File: src/rtl/swap_iso_pkg.sv
package swap_iso_pkg;

  typedef enum logic [1:0] {
    PM_NORMAL = 2'b00,
    PM_FLOAT  = 2'b01,
    PM_SINK   = 2'b10
  } pad_mode_e;

  // 11b is reserved and falls back to normal pass-through
  function automatic pad_mode_e decode_mode(input logic [1:0] code);
    case (code)
      2'b01:   return PM_FLOAT;
      2'b10:   return PM_SINK;
      default: return PM_NORMAL;
    endcase
  endfunction

endpackage

File: src/rtl/swap_mode_ctrl.sv
module swap_mode_ctrl
  import swap_iso_pkg::*;
(
  input  logic       clk,
  input  logic       rst,
  input  logic [1:0] mode_code_i,
  input  logic       xfer_busy_i,
  output pad_mode_e  mode_o
);

  // A new code is only taken between transfers; otherwise it waits.
  always_ff @(posedge clk) begin
    if (rst) begin
      mode_o <= PM_NORMAL;
    end else if (!xfer_busy_i) begin
      mode_o <= decode_mode(mode_code_i);
    end
  end

endmodule

File: src/rtl/swap_out_gate.sv
module swap_out_gate
  import swap_iso_pkg::*;
#(
  parameter int W = 16
) (
  input  logic         clk,
  input  logic         rst,
  input  pad_mode_e    mode_i,
  input  logic [W-1:0] core_oe_i,
  input  logic [W-1:0] core_out_i,
  output logic [W-1:0] pad_oe_o,
  output logic [W-1:0] pad_out_o
);

  for (genvar b = 0; b < W; b++) begin : g_pad
    logic oe_nxt;
    logic out_nxt;

    always_comb begin
      case (mode_i)
        PM_FLOAT: begin oe_nxt = 1'b0;          out_nxt = 1'b0;           end
        PM_SINK:  begin oe_nxt = 1'b1;          out_nxt = 1'b0;           end
        default:  begin oe_nxt = core_oe_i[b];  out_nxt = core_out_i[b]; end
      endcase
    end

    always_ff @(posedge clk) begin
      if (rst) begin
        pad_oe_o[b]  <= 1'b0;
        pad_out_o[b] <= 1'b0;
      end else begin
        pad_oe_o[b]  <= oe_nxt;
        pad_out_o[b] <= out_nxt;
      end
    end
  end

endmodule

File: src/rtl/swap_in_gate.sv
module swap_in_gate
  import swap_iso_pkg::*;
#(
  parameter int W = 16
) (
  input  logic         clk,
  input  logic         rst,
  input  pad_mode_e    mode_i,
  input  logic [W-1:0] pad_in_i,
  output logic [W-1:0] core_in_o
);

  logic pass;
  assign pass = (mode_i == PM_NORMAL);

  always_ff @(posedge clk) begin
    if (rst) begin
      core_in_o <= '0;
    end else begin
      core_in_o <= pass ? pad_in_i : '0;
    end
  end

endmodule

File: src/rtl/swap_iordy_qual.sv
module swap_iordy_qual
  import swap_iso_pkg::*;
#(
  parameter int NUM_DRIVES = 2,
  localparam int TMG_W = 4 * NUM_DRIVES,
  localparam int SEL_W = (NUM_DRIVES > 1) ? $clog2(NUM_DRIVES) : 1
) (
  input  logic             clk,
  input  logic             rst,
  input  pad_mode_e        mode_i,
  input  logic [TMG_W-1:0] timing_i,
  input  logic [SEL_W-1:0] drv_sel_i,
  input  logic             pad_iordy_i,
  output logic             iordy_ok_o
);

  logic [NUM_DRIVES-1:0] sample_en;

  // Each drive owns a nibble of the timing word; its enable is bit 1 of it.
  for (genvar d = 0; d < NUM_DRIVES; d++) begin : g_drv
    assign sample_en[d] = timing_i[4*d+1];
  end

  logic sel_en;
  logic ready_seen;
  assign sel_en     = sample_en[drv_sel_i];
  assign ready_seen = pad_iordy_i && (mode_i == PM_NORMAL);

  always_ff @(posedge clk) begin
    if (rst) begin
      iordy_ok_o <= 1'b0;
    end else begin
      iordy_ok_o <= !sel_en || ready_seen;
    end
  end

endmodule

File: src/rtl/pata_swap_iso.sv
module pata_swap_iso
  import swap_iso_pkg::*;
#(
  parameter int NUM_DRIVES = 2,
  parameter int PAD_OUT_W  = 24,
  parameter int PAD_IN_W   = 16,
  localparam int TMG_W = 4 * NUM_DRIVES,
  localparam int SEL_W = (NUM_DRIVES > 1) ? $clog2(NUM_DRIVES) : 1
) (
  input  logic                 clk,
  input  logic                 rst,
  input  logic [1:0]           sig_mode_i,
  input  logic                 xfer_busy_i,
  input  logic [TMG_W-1:0]     timing_i,
  input  logic [SEL_W-1:0]     drv_sel_i,
  input  logic [PAD_OUT_W-1:0] core_oe_i,
  input  logic [PAD_OUT_W-1:0] core_out_i,
  input  logic [PAD_IN_W-1:0]  pad_in_i,
  input  logic                 pad_iordy_i,
  output logic [PAD_OUT_W-1:0] pad_oe_o,
  output logic [PAD_OUT_W-1:0] pad_out_o,
  output logic [PAD_IN_W-1:0]  core_in_o,
  output logic                 iordy_ok_o
);

  pad_mode_e mode_q;

  swap_mode_ctrl u_mode (
    .clk         (clk),
    .rst         (rst),
    .mode_code_i (sig_mode_i),
    .xfer_busy_i (xfer_busy_i),
    .mode_o      (mode_q)
  );

  swap_out_gate #(.W(PAD_OUT_W)) u_out (
    .clk        (clk),
    .rst        (rst),
    .mode_i     (mode_q),
    .core_oe_i  (core_oe_i),
    .core_out_i (core_out_i),
    .pad_oe_o   (pad_oe_o),
    .pad_out_o  (pad_out_o)
  );

  swap_in_gate #(.W(PAD_IN_W)) u_in (
    .clk       (clk),
    .rst       (rst),
    .mode_i    (mode_q),
    .pad_in_i  (pad_in_i),
    .core_in_o (core_in_o)
  );

  swap_iordy_qual #(.NUM_DRIVES(NUM_DRIVES)) u_rdy (
    .clk         (clk),
    .rst         (rst),
    .mode_i      (mode_q),
    .timing_i    (timing_i),
    .drv_sel_i   (drv_sel_i),
    .pad_iordy_i (pad_iordy_i),
    .iordy_ok_o  (iordy_ok_o)
  );

endmodule

File: config.mk
export PLATFORM = sky130hd
export DESIGN_NAME = pata_swap_iso
export DESIGN_NICKNAME = d
export VERILOG_FILES = /design/src/rtl/swap_iso_pkg.sv /design/src/rtl/swap_mode_ctrl.sv /design/src/rtl/swap_out_gate.sv /design/src/rtl/swap_in_gate.sv /design/src/rtl/swap_iordy_qual.sv /design/src/rtl/pata_swap_iso.sv
export SDC_FILE = /design/constraint.sdc
export NUM_CORES = 1
export LEC_CHECK = 0
export ABC_CLOCK_PERIOD_IN_PS = 1200
export BUFFER_PORTS_ARGS = -buffer_cell sky130_fd_sc_hd__buf_4
export CAP_MARGIN = 30
export CELL_PAD_IN_SITES_DETAIL_PLACEMENT = 2
export CELL_PAD_IN_SITES_GLOBAL_PLACEMENT = 2
export CORE_MARGIN = 2
export CORE_UTILIZATION = 20
export CTS_BUF_LIST = sky130_fd_sc_hd__clkbuf_4 sky130_fd_sc_hd__clkbuf_8 sky130_fd_sc_hd__clkbuf_16
export CTS_CLUSTER_SIZE = 8
export DETAILED_ROUTE_END_ITERATION = 6
export MAX_ROUTING_LAYER = met4
export PLACE_DENSITY = 0.77
export RECOVER_POWER = 25
export SYNTH_ARGS = -nofsm -noshare
export SYNTH_HDL_FRONTEND = slang
export SYNTH_SLANG_ARGS = --single-unit
File: constraint.sdc
create_clock -name clk -period 1.2 [get_ports clk]
set_input_delay 0.24 -clock clk [delete_from_list [all_inputs] [get_ports clk]]
set_output_delay 0.24 -clock clk [all_outputs]
set_load 0.01 [all_outputs]
* Word level (Yosys, flattened, before mapping)
Index checks and enable logic that the tools add are counted.
Word-level totals: register bits after elaboration 67, word-level logic and storage cells 90, ROM bits 0, bits in latches 0, bits in writable memories 0, memories kept 0
Cells by class: eq/ne operators 4, divide/modulo/power cells 0, multipliers 0, reductions and logical operators 6, magnitude comparators 1, bitwise logic cells 1, shifts and indexed selects 0, muxes and demuxes 27, $add $sub $neg 0
Operator list (count):
- 1-bit one-hot mux with 2 select lines | 24
- 2-bit by 1-bit equality test with 1-bit output, second input constant | 2
- 2-bit equality test, second input constant | 2
- 2-bit one-hot mux with 2 select lines | 1
- 3-bit OR reduction | 1
- 2-bit zero test | 1
- 1-bit by 2-bit less-than comparator with 1-bit output, second input constant | 1
- 1-bit 2-to-1 mux | 2
- 2-bit OR reduction | 1
- 1-bit logical AND | 1
- 1-bit zero test | 1
- 1-bit logical OR | 1
- 1-bit NOT | 1

* Logic depth before layout (Yosys ltp)
depth in word-level cells 4, gate-level depth with buffers 5, mapped depth without buffers 4

* Cells and area by module
A second synthesis with hierarchy kept.
Second synthesis, totals: cells, all modules 187, area, all modules 2213.4 um^2
By module, submodules not included:
- swap_out_gate | cells each 137, seq. area each 960.9 um^2, area an instance 1487.7 um^2, times used 1
- swap_in_gate | cells each 38, seq. area each 320.3 um^2, area an instance 601.8 um^2, times used 1
- swap_mode_ctrl | cells each 8, seq. area each 40.0 um^2, area an instance 75.1 um^2, times used 1
- swap_iordy_qual | cells each 4, seq. area each 20.0 um^2, area an instance 48.8 um^2, times used 1

* Worst setup path before layout
Ideal clock, no wire load.
path kind register to register, from register u_mode.mode_o[0], to register u_out.pad_oe_o[10], arrival 1127 ps, setup slack -60 ps, cell stages (with the launch flop) 6, clock period less this slack 1260 ps, buffers on the path 1, data required time 1068 ps, path through dfxtp_1 inv_1 ha_1 nand2_1 buf_2 a21oi_1
Between the ends: word-level cells in the longest chain between the ends 2, elaborated cells on any way between the ends 3, those cells by class eq/ne: 2; mux: 1
RTL lines:
- start, declared | RTL line swap_mode_ctrl.sv:8 | output pad_mode_e mode_o
- start signal, assigned | RTL line swap_mode_ctrl.sv:16 | mode_o <= decode_mode(mode_code_i);
- 2-bit equality test or 2-bit by 1-bit equality test with 1-bit output (tied branches) | RTL line swap_out_gate.sv:20 | case (mode_i)
- 1-bit one-hot mux with 2 select lines * | RTL line swap_out_gate.sv:20
- end signal, assigned by index | RTL line swap_out_gate.sv:32 | pad_oe_o[b] <= oe_nxt;
- end, declared | RTL line swap_out_gate.sv:11 | output logic [W-1:0] pad_oe_o,
Mark *: on every way between the ends. The rest lies on a longest branch, timed or not. A chain may end at the register's enable or synchronous reset.

* Final worst setup path
from register u_mode.mode_o[1], to register u_out.pad_out_o[14]
Between the ends: word-level cells in the longest chain between the ends 2, elaborated cells on any way between the ends 3, those cells by class eq/ne: 2; reduce/logical: 1
RTL lines:
- 2-bit by 1-bit equality test with 1-bit output or 2-bit equality test (tied branches) | RTL line swap_out_gate.sv:20
- 3-bit OR reduction (no source line) *
- end signal, assigned by index | RTL line swap_out_gate.sv:33 | pad_out_o[b] <= out_nxt;
- end, declared | RTL line swap_out_gate.sv:12 | output logic [W-1:0] pad_out_o
Marked as above.

==> out/results.tsv <==
stage	metric	value	unit
run_status	status	completed	
clocking	clock_sinks	67	
cells_and_area	areaGrowthSynthToFinish	72.2	%
yosys	synth_top_area_cell	dfxtp_1	
floorplanning	ioPinCount	144	
floorplanning	coreArea	0.0102	mm^2
critical_path	r2r-start	u_mode.mode_o[1]	
power_and_ir_drop	p_leak	0.00163	uW
floorplanning	start_util	20.3	%
route	routed_wl	6820	um
critical_path	startpoint	u_mode.mode_o[1]	
clocking	cts_root_buf	clkbuf_8	
route	first_pass_iters	4	
placed_design	port_buffers	137	
placed_design	place_area	0.00331	mm^2
critical_path	rr_worst_depth	5	
sta	hold_slack	0.0896	ns
yosys	synthTopCellsByArea	dfxtp_1 65%, and2_1 7.3%, nand2b_1 7.3%, a21oi_1 6.5%, and2_2 5.8%	
clocking	clk_path_buf_depth	2	
power_and_ir_drop	cellPowerDensity	1430	mW/mm^2
placed_design	gp_congestion	0.623	
global_route	grt_max_degree	22	
min_path	worstHoldPathCells	2	
sta	fin_skew	0.00256	ns
critical_path	cp-end-kind	flip-flop	
yosys	synth_warnings	0	
cells_and_area	fin_cells	470	
placed_design	hpwl	5010	um
power_and_ir_drop	ir_drop	0.460	mV
floorplanning	dieHeight	106	um
cells_and_area	drive_gt1_share	56.0	%
yosys	synthCells	182	
cells_and_area	antenna_cells	0	
cells_and_area	finalInstanceArea	0.00356	mm^2
critical_path	rrSetupSlack	0.01	ns
clocking	numCtsBuffers	9	
global_route	grt-ovfl-total	0	
yosys	synth_nets	264	
global_route	grt_pass1_wl	10500	um
placed_design	dp.cells	452	
clocking	cts_max_level	3	
job	cap_violations	0	
clocking	postCtsHoldBufs	0	
route	drt_iter0_markers	43	
clocking	cts_tree	built	
critical_path	cp-endpoint	u_out.pad_out_o[14]	
clocking	clk_pin_slew	0.08	ns
sta	tightest_slew	0.304	ns
route	drtAntennaViolNets	0	
floorplanning	die-area	0.0112	mm^2
cells_and_area	fill_cells	1135	
yosys	synth_area	0.00207	mm^2
floorplanning	die_w	106	um
sta	fin_crit	1.19	ns
route	avgViaCountPerCell	3.89	
sta	drv_slew	0	
placed_design	dp_slack	-0.0831	ns
yosys	synth_top_area_share	64.9	%
sta	setup_ws	0.0109	ns
yosys	synth.distinct_cells	16	
sta	rsz0062_at_grt	yes	
sta	post-route-period-util	99.1	%
critical_path	worst-path-max-fanout	12	
sta	hold_viol	0	
global_route	grt_pass1_vias	2025	
global_route	gr-usage-all-layers	12.9	%
critical_path	cp.arrival	1.48	ns
sta	fmax	841	MHz
cells_and_area	fin_nets	411	
sta	relSlewSlack	79.7	%
floorplanning	num_rows	37	
critical_path	cp-start-kind	flip-flop	
global_route	antenna_found_initial	0	
clocking	clkLatencyLatePin	0.34	ns
yosys	synth-seq-cells	67	
critical_path	r2r_end	u_out.pad_out_o[14]	
sta	setup-violations-final	0	
route	drcViolationCount	0	
route	post_drt_wl_per_cell	14.5	um
yosys	syn_avg_cell_area	11.4	um^2
power_and_ir_drop	power	5070	uW
route	via_count	1828	
min_path	hold_class	input port to flip-flop	
yosys	ys_seq_area_share	64.9	%
critical_path	timing_worst_setup_path_type	flip-flop to flip-flop	
critical_path	crit_required	1.49	ns
## state kept, by name, summed over array words and instances (netlist names)
register,count
u_rdy.iordy_ok_o,1
u_out.pad_out_o,24
u_in.core_in_o,16
u_out.pad_oe_o,24
u_mode.mode_o,2
## kinds of logic after synthesis
logic type,synth area share (%)
DFF,64.9
buffers and inverters,3.09
and+or+nand+nor,23.1
muxes,0.545
AOI/OAI and AO/OA,6.54
adders and majority gates,1.82
## per-layer routing
metal	wire, um	global-route usage [%]	vias up
met4	116	5.36	0
met5	0	-	-
li1	-	-	867
met3	492	4.82	10
met1	2730	13.6	861
met2	3480	22.0	90
## layout by cell type (no fill, tap or decap), types with 2 or more instances in the layout
cell | netlist | layout
clkbuf_8 | 0 | 10
buf_6 | 1 | 3
clkinv_4 | 0 | 2
or3b_1 | 2 | 2
buf_12 | 0 | 2
buf_4 | 2 | 123
clkinv_2 | 0 | 2
nand2b_1 | 24 | 20
clkbuf_1 | 4 | 18
nand2b_4 | 0 | 4
nand2_1 | 4 | 3
dfxtp_1 | 67 | 65
and2_1 | 24 | 21
and2_4 | 0 | 3
a21oi_1 | 27 | 18
and2_2 | 16 | 16
a21oi_2 | 0 | 9
ha_4 | 0 | 2
## repair_timing
| action | 4_1_cts | 5_1_grt |
|---|---|---|
| resized for setup | 13 | 16 |
| endpoints found under the setup margin | 64 | 48 |
| pin swaps | 2 | 9 |
| hold endpoints to repair | 0 | 0 |
| buffers inserted | 3 | 0 |
| gates cloned | 1 | 0 |
## per-stage QoR
stage	TNS [ns]	utilization, %
detailed placement	-2.82	32.5
CTS	-0.583	35.4
finish	0	34.9
global route	-1.34	34.9
global placement	-0.793	32.5
floorplan	0	-
## synthesized netlist by cell type
cell      count
buf_6         1
nand2_1       4
clkbuf_1      4
and2_1       24
a21oi_1      27
and2b_2       1
inv_1         2
and2_2       16
buf_2         3
or3b_1        2
mux2_2        1
dfxtp_1      67
nand2b_1     24
ha_1          3
nor3_4        1
buf_4         2
## final cells by class
class / instances / area, um^2 / area share (%)
Sequential cell: 67 / 1350 / 37.8
Inverter: 2 / 10.0 / 0.281
Tap cell: 136 / 170 / 4.78
Timing Repair Buffer: 146 / 1060 / 29.9
Clock buffer: 10 / 138 / 3.87
Multi-Input combinational cell: 103 / 764 / 21.5
Clock inverter: 6 / 65.1 / 1.83
## power breakdown
group          internal (uW)  switching [uW]  total (uW)
Combinational            446             300         747
Sequential              2360            41.4        2410
Clock                   1020             904        1920
## critical path: stages (launching register included)
cell and delay, ns:
dfxtp_2 0.33, buf_6 0.12, ha_4 0.16, nor3_4 0.20, buf_6 0.18, and2_1 0.14
## worst min-delay path by stage
stage / from / endpoint / slack, ns
finish: core_out_i[2] / u_out.pad_out_o[2] / 0.09
CTS: core_out_i[2] / u_out.pad_out_o[2] / 0.07
global route: core_out_i[2] / u_out.pad_out_o[2] / 0.07
global placement: core_out_i[2] / u_out.pad_out_o[2] / 0.44
floorplan: core_out_i[0] / u_out.pad_out_o[0] / 0.36
detailed placement: core_out_i[2] / u_out.pad_out_o[2] / 0.45
Note: power is estimated with default switching activity, not from simulation.
